File: config.mk
export PLATFORM = sky130hd
export DESIGN_NAME = spi_node
export DESIGN_NICKNAME = d
export VERILOG_FILES = /design/src/rtl/spi_node_pkg.sv /design/src/rtl/spi_node_sckgen.sv /design/src/rtl/spi_node_shift.sv /design/src/rtl/spi_node.sv
export SDC_FILE = /design/constraint.sdc
export NUM_CORES = 1
export LEC_CHECK = 0
export ABC_CLOCK_PERIOD_IN_PS = 2740
export BUFFER_PORTS_ARGS = -buffer_cell sky130_fd_sc_hd__buf_4
export CORE_MARGIN = 3
export CORE_UTILIZATION = 35
export DETAILED_ROUTE_END_ITERATION = 8
export PLACE_DENSITY_LB_ADDON = 0.2
export SYNTH_ARGS = -nofsm -noshare
export SYNTH_HDL_FRONTEND = slang
export SYNTH_SLANG_ARGS = --single-unit
File: constraint.sdc
create_clock -name clk -period 2.74 [get_ports clk]
set_input_delay 0.411 -clock clk [delete_from_list [all_inputs] [get_ports clk]]
set_output_delay 0.411 -clock clk [all_outputs]
set_load 0.05 [all_outputs]
File: src/rtl/spi_node_pkg.sv
package spi_node_pkg;
  localparam int unsigned DATA_W = 8;
  localparam int unsigned CTL_W  = 10;
  localparam int unsigned DIV_W  = 7;
  localparam int unsigned EDGES  = 2 * DATA_W;

  // control word field positions
  localparam int unsigned B_RATE  = 0;  // two bits
  localparam int unsigned B_CPHA  = 2;
  localparam int unsigned B_CPOL  = 3;
  localparam int unsigned B_LSB   = 4;
  localparam int unsigned B_MSTR  = 5;
  localparam int unsigned B_SSOUT = 6;
  localparam int unsigned B_IRQEN = 7;
  localparam int unsigned B_SSLVL = 8;
  localparam int unsigned B_MISO  = 9;

  // system clocks per SCK half period for each rate code
  function automatic logic [DIV_W-1:0] half_period(input logic [1:0] rate);
    case (rate)
      2'd0:    return DIV_W'(2);
      2'd1:    return DIV_W'(8);
      2'd2:    return DIV_W'(32);
      default: return DIV_W'(64);
    endcase
  endfunction
endpackage

File: src/rtl/spi_node_sckgen.sv
module spi_node_sckgen
  import spi_node_pkg::*;
#(
  parameter int unsigned N_EDGES = EDGES
) (
  input  logic       clk,
  input  logic       rst_n,
  input  logic       start,
  input  logic       abort,
  input  logic       cpol,
  input  logic [1:0] rate,
  output logic       sck,
  output logic       lead,
  output logic       trail,
  output logic       busy
);
  localparam int unsigned EW = $clog2(N_EDGES);

  logic [DIV_W-1:0] div_q;
  logic [EW-1:0]    edge_q;
  logic             phase_q;
  logic             busy_q;
  logic             tick;

  assign tick = busy_q && (div_q == half_period(rate) - DIV_W'(1));

  always_ff @(posedge clk or negedge rst_n) begin
    if (!rst_n) begin
      div_q   <= '0;
      edge_q  <= '0;
      phase_q <= 1'b0;
      busy_q  <= 1'b0;
    end else if (abort) begin
      div_q   <= '0;
      edge_q  <= '0;
      phase_q <= 1'b0;
      busy_q  <= 1'b0;
    end else if (start && !busy_q) begin
      div_q   <= '0;
      edge_q  <= '0;
      phase_q <= 1'b0;
      busy_q  <= 1'b1;
    end else if (tick) begin
      div_q   <= '0;
      phase_q <= ~phase_q;
      edge_q  <= edge_q + EW'(1);
      if (edge_q == EW'(N_EDGES - 1)) busy_q <= 1'b0;
    end else if (busy_q) begin
      div_q <= div_q + DIV_W'(1);
    end
  end

  assign lead  = tick && !edge_q[0];
  assign trail = tick && edge_q[0];
  assign sck   = cpol ^ phase_q;
  assign busy  = busy_q;
endmodule

File: src/rtl/spi_node_shift.sv
module spi_node_shift #(
  parameter int unsigned W = 8
) (
  input  logic         clk,
  input  logic         rst_n,
  input  logic         load,
  input  logic [W-1:0] load_data,
  input  logic         lead,
  input  logic         trail,
  input  logic         cpha,
  input  logic         lsb_first,
  input  logic         sdi,
  output logic         sdo,
  output logic [W-1:0] rx,
  output logic         done
);
  localparam int unsigned CW = $clog2(W);

  logic [W-1:0]  tx_q;
  logic [W-1:0]  rx_q;
  logic [CW-1:0] cnt_q;
  logic          done_q;
  logic          sample_e;
  logic          shift_e;

  assign sample_e = cpha ? trail : lead;
  assign shift_e  = cpha ? lead  : trail;

  always_ff @(posedge clk or negedge rst_n) begin
    if (!rst_n) begin
      tx_q   <= '0;
      rx_q   <= '0;
      cnt_q  <= '0;
      done_q <= 1'b0;
    end else begin
      done_q <= 1'b0;
      if (load) begin
        tx_q  <= load_data;
        cnt_q <= '0;
      end else begin
        if (sample_e) begin
          rx_q <= lsb_first ? {sdi, rx_q[W-1:1]} : {rx_q[W-2:0], sdi};
          if (cnt_q == CW'(W - 1)) begin
            cnt_q  <= '0;
            done_q <= 1'b1;
          end else begin
            cnt_q <= cnt_q + CW'(1);
          end
        end
        if (shift_e && cnt_q != '0)
          tx_q <= lsb_first ? {1'b0, tx_q[W-1:1]} : {tx_q[W-2:0], 1'b0};
      end
    end
  end

  assign sdo  = lsb_first ? tx_q[0] : tx_q[W-1];
  assign rx   = rx_q;
  assign done = done_q;
endmodule

File: src/rtl/spi_node.sv
module spi_node
  import spi_node_pkg::*;
#(
  parameter int unsigned W = DATA_W
) (
  input  logic             clk,
  input  logic             rst_n,
  input  logic             ctl_we,
  input  logic [CTL_W-1:0] ctl_wdata,
  output logic [CTL_W-1:0] ctl_rdata,
  input  logic             stat_rd,
  output logic             stat_flag,
  input  logic             data_we,
  input  logic [W-1:0]     data_wdata,
  input  logic             data_rd,
  output logic [W-1:0]     data_rdata,
  input  logic             gie,
  output logic             irq,
  input  logic             sck_i,
  output logic             sck_o,
  output logic             sck_oe,
  input  logic             mosi_i,
  output logic             mosi_o,
  output logic             mosi_oe,
  input  logic             miso_i,
  output logic             miso_o,
  output logic             miso_oe,
  input  logic             ss_i,
  output logic             ss_o,
  output logic             ss_oe
);
  logic [CTL_W-1:0] ctl_q;
  logic             flag_q, armed_q;
  logic [W-1:0]     tx_hold, rx_hold;
  logic [2:0]       sck_sy;
  logic [1:0]       ss_sy, mosi_sy;

  // named internal events
  logic ss_sync, is_master, mode_fault, m_start, slave_sel;
  logic s_rise, s_fall, s_lead, s_trail;
  logic m_lead, m_trail, m_busy, m_sck;
  logic sh_load, sh_lead, sh_trail, sh_sdi, sh_sdo, xfer_done;
  logic [W-1:0] sh_data, sh_rx;

  always_ff @(posedge clk or negedge rst_n) begin
    if (!rst_n) begin
      sck_sy  <= '0;
      ss_sy   <= '1;
      mosi_sy <= '0;
    end else begin
      sck_sy  <= {sck_sy[1:0], sck_i};
      ss_sy   <= {ss_sy[0], ss_i};
      mosi_sy <= {mosi_sy[0], mosi_i};
    end
  end

  assign ss_sync    = ss_sy[1];
  assign is_master  = ctl_q[B_MSTR];
  assign mode_fault = is_master && !ctl_q[B_SSOUT] && !ss_sync;
  assign m_start    = data_we && is_master && !m_busy && !mode_fault;
  assign slave_sel  = !is_master && !ss_sync;
  assign s_rise     = sck_sy[1] && !sck_sy[2];
  assign s_fall     = !sck_sy[1] && sck_sy[2];
  assign s_lead     = slave_sel && (ctl_q[B_CPOL] ? s_fall : s_rise);
  assign s_trail    = slave_sel && (ctl_q[B_CPOL] ? s_rise : s_fall);

  spi_node_sckgen #(.N_EDGES(2 * W)) u_sckgen (
    .clk   (clk),
    .rst_n (rst_n),
    .start (m_start),
    .abort (mode_fault || !is_master),
    .cpol  (ctl_q[B_CPOL]),
    .rate  (ctl_q[B_RATE +: 2]),
    .sck   (m_sck),
    .lead  (m_lead),
    .trail (m_trail),
    .busy  (m_busy)
  );

  assign sh_load  = m_start || mode_fault || (!is_master && ss_sync);
  assign sh_data  = m_start ? data_wdata : tx_hold;
  assign sh_lead  = is_master ? m_lead  : s_lead;
  assign sh_trail = is_master ? m_trail : s_trail;
  assign sh_sdi   = is_master ? miso_i  : mosi_sy[1];

  spi_node_shift #(.W(W)) u_shift (
    .clk       (clk),
    .rst_n     (rst_n),
    .load      (sh_load),
    .load_data (sh_data),
    .lead      (sh_lead),
    .trail     (sh_trail),
    .cpha      (ctl_q[B_CPHA]),
    .lsb_first (ctl_q[B_LSB]),
    .sdi       (sh_sdi),
    .sdo       (sh_sdo),
    .rx        (sh_rx),
    .done      (xfer_done)
  );

  always_ff @(posedge clk or negedge rst_n) begin
    if (!rst_n) begin
      ctl_q   <= '0;
      tx_hold <= '0;
      rx_hold <= '0;
      flag_q  <= 1'b0;
      armed_q <= 1'b0;
    end else begin
      if (mode_fault)  ctl_q[B_MSTR] <= 1'b0;
      else if (ctl_we) ctl_q <= ctl_wdata;
      if (data_we)   tx_hold <= data_wdata;
      if (xfer_done) rx_hold <= sh_rx;
      if (xfer_done || mode_fault) begin
        flag_q  <= 1'b1;
        armed_q <= 1'b0;
      end else if (armed_q && (data_we || data_rd)) begin
        flag_q  <= 1'b0;
        armed_q <= 1'b0;
      end else if (stat_rd && flag_q) begin
        armed_q <= 1'b1;
      end
    end
  end

  assign ctl_rdata  = ctl_q;
  assign stat_flag  = flag_q;
  assign data_rdata = rx_hold;
  assign irq        = flag_q && ctl_q[B_IRQEN] && gie;

  assign sck_o   = m_sck;
  assign sck_oe  = is_master;
  assign mosi_o  = sh_sdo;
  assign mosi_oe = is_master;
  assign miso_o  = sh_sdo;
  assign miso_oe = slave_sel && ctl_q[B_MISO];
  assign ss_o    = ctl_q[B_SSLVL];
  assign ss_oe   = is_master && ctl_q[B_SSOUT];
endmodule

==> flow_metrics.env <==
export IMPL_outcome="completed"
export IMPL_drive_gt1_share_pct=38.7
export IMPL_io_buffers=56
export IMPL_fin_crit_sh_pct=85.6
export IMPL_synth_nets=320
export IMPL_cap_viol_max_count=0
export IMPL_cts_path_max_buffers=2
export IMPL_cp_required_ns=2.97
export IMPL_fmax_ghz=0.426
export IMPL_synthArstFlopShare_pct=100
export IMPL_routed_via_count=2260
export IMPL_clock_latency_ns=0.35
export IMPL_synth_commonest_cells="66 x dfrtp_1, 48 x mux2_2, 23 x nor2_1"
export IMPL_max_slew_margin_pct=42.5
export IMPL_pre_cts_ws_ns=0.378
export IMPL_cts_tree="done"
export IMPL_grt_overflow=0
export IMPL_synth_top_cell_by_area="dfrtp_1"
export IMPL_worst_hold_slack_ns=0.164
export IMPL_ys_warn_count=0
export IMPL_drc=0
export IMPL_min_period_ns=2.35
export IMPL_finalWorstSetupSlack_ns=0.393
export IMPL_synth_most_common_cell="dfrtp_1"
export IMPL_core_area_sq_mm=0.00928
export IMPL_finalSetupTns_ns=0
export IMPL_holdBufCountCts=0
export IMPL_path_max_fanout=9
export IMPL_routed_wl_um=6480
export IMPL_peakVddDrop_uv=395
export IMPL_dr_pass1_iters=4
export IMPL_finalHoldViolCount=0
export IMPL_cp_top_family="compound AO/OA/AOI/OAI gates"
export IMPL_nNetsFinal=375
export IMPL_synthTopCellsByArea="dfrtp_1 49%, mux2_2 16%, mux2i_1 3.9%, a21oi_1 3.0%, nor2_1 2.6%"
export IMPL_tightest_slew_ns=0.863
export IMPL_hp_class="in2async"
export IMPL_cts_root_buf="clkbuf_8"
export IMPL_postCtsSetupBuffers=0
export IMPL_rrSetupSlack_ns=0.39
export IMPL_ant_nets=0
export IMPL_antenna_cells=0
export IMPL_wl_per_cell_um=13.6
export IMPL_cts_resized_gates=0
export IMPL_syn2layout_area_growth_pct=20.6
export IMPL_path_buf_inv=0
export IMPL_final_core_util_pct=43.7
export IMPL_grt_usage_pct=12.8
export IMPL_dieHeight_um=104
export IMPL_finish_instance_area_sq_mm=0.00406
export IMPL_fin_skew_ns=0.00954
export IMPL_power_leakage_uw=0.00179
export IMPL_postSynthCellCount=286
export IMPL_grt_max_degree=69
export IMPL_avgViaCountPerCell=4.76
export IMPL_drv_slew=0
export IMPL_synth_edf_count=0
export IMPL_clkTransAtPathRegs_ns=0.08
export IMPL_rsz0062_at_grt="false"
export IMPL_endpoint_kind="flip-flop"
export IMPL_netlist_area_sq_mm=0.00337
export IMPL_htreeDepth=3
export IMPL_cts_sinks=68
export IMPL_crit_slowest_cell="dfrtp_1"
export IMPL_yosysSeqAreaShare_pct=50.6
export IMPL_numCtsBuffers=9
export IMPL_ys_ff_latch=68
export IMPL_initialDrtViolationCount=95
export IMPL_io_pins=57
export IMPL_die_w_um=104
export IMPL_rows=35
export IMPL_gp_congestion=0.811
export IMPL_avgSynthCellArea_sq_um=11.8
export IMPL_first_global_vias=2313
export IMPL_dieArea_sq_mm=0.0108
export IMPL_finalSetupViolations=0
export IMPL_crit_type="reg2reg"
export IMPL_powerDensity_mw_per_mm2=724
export IMPL_antenna_found_initial=0
export IMPL_synth_ff_type="dfrtp_1"
export IMPL_start_util_pct=36.3
export IMPL_yosysTopAreaCellShare_pct=49.1
export IMPL_crit_path_start_kind="flip-flop"
export IMPL_crit_arrival_ns=2.57
export IMPL_path_cells="nand3_1 -> or2_4 -> a2111oi_4 -> nor4b_2 -> a211oi_4 -> mux2_2"
export IMPL_synth_cell_type_count=43
export IMPL_grt_pass1_wl_um=11100
export IMPL_dpl_hpwl_um=4510
export IMPL_cpPeakStageDelay_ns=0.49
export IMPL_placed_cell_area_sq_mm=0.00388
-- final cells by class --
type,count,area [sq um]
multi-input cells,198,1550
inverters,4,15.0
repair buffers,60,450
clock buffers,11,141
clock inverters,5,36.3
fillers,910,5220
flip-flops and latches,68,1700
well taps,129,161
-- state kept, by name, summed over array words and instances (netlist names), 4 cells and up --
signal and count:
data_rdata 8, u_sckgen.edge_q 4, u_sckgen.div_q 7, ctl_rdata 10, tx_hold 8, u_shift.rx 8, u_shift.tx_q 8
-- cell usage in the layout (no fill, tap or decap), types with 2 or more instances in the layout --
cell type / instances
inv_1: 4
clkbuf_8: 10
nor2b_1: 8
nor3b_1: 3
ha_1: 5
nand2_1: 15
a211oi_1: 7
xor2_1: 7
dfrtp_1: 66
buf_4: 60
xnor2_1: 3
nand4_1: 3
mux2_2: 48
and3_1: 4
and3b_1: 2
o21ai_0: 7
mux2i_1: 13
nor2_1: 23
a21oi_1: 20
dfstp_2: 2
clkinvlp_4: 3
and2_1: 4
or3_1: 2
nor3_1: 4
o21ai_1: 2
nand3_1: 2
-- per-layer routing --
metal  share of wire (%)  wire length (um)  up-vias  global-route usage (%)
met2                  47              3020       42                    19.7
li1                    -                 -     1128                       -
met3                 5.3               341        8                    4.78
met5                   0                 0        -                       0
met1                  47              3040     1082                    16.8
met4                 1.2                79        0                    3.70
-- report_power, final --
group          switching, uW  internal, uW
sequential               155          1170
combinational            472           397
clock                    390           355
-- cell families after synthesis --
group	count (synthesis)	share of synthesized area, %
fa+ha+maj	5	1.86
xor+xnor	10	2.60
buf+inv	20	3.27
compound gates	44	9.41
simple gates	78	12.3
flops	68	50.6
mux	61	19.9
-- worst reg2reg max path, delay by kind of cell (launching register included) --
family             cells  cell delay [ns]
muxes                  1             0.39
and+or+nand+nor        3             0.49
DFF                    1             0.49
AOI/OAI and AO/OA      2             0.86
-- worst paths after layout --
| check | start | endpoint | cells past startpoint |
|---|---|---|---|
| max in group asynchronous | rst_n | data_rdata[0]$_DFFE_PN0P_ | 1 |
| max reg2reg | ctl_rdata[1]$_DFFE_PN0P_ | u_shift.tx_q[5]$_DFFE_PN0P_ | 6 |
| max | ctl_rdata[1]$_DFFE_PN0P_ | u_shift.tx_q[5]$_DFFE_PN0P_ | 6 |
| min in group clk | ss_i | ss_sy[0]$_DFF_PN1_ | 1 |
| min | rst_n | tx_hold[3]$_DFFE_PN0P_ | 1 |
| min reg2reg | sck_sy[0]$_DFF_PN0_ | sck_sy[1]$_DFF_PN0_ | 0 |
-- through the flow --
step | power, uW | instances
final | 2940 | 475
after global routing | 3120 | 475
after CTS | 2990 | 475
after detailed placement | 2230 | 459
after global placement | 2220 | 459
after floorplan | 1990 | 286
(Power assumes the default switching activity.)
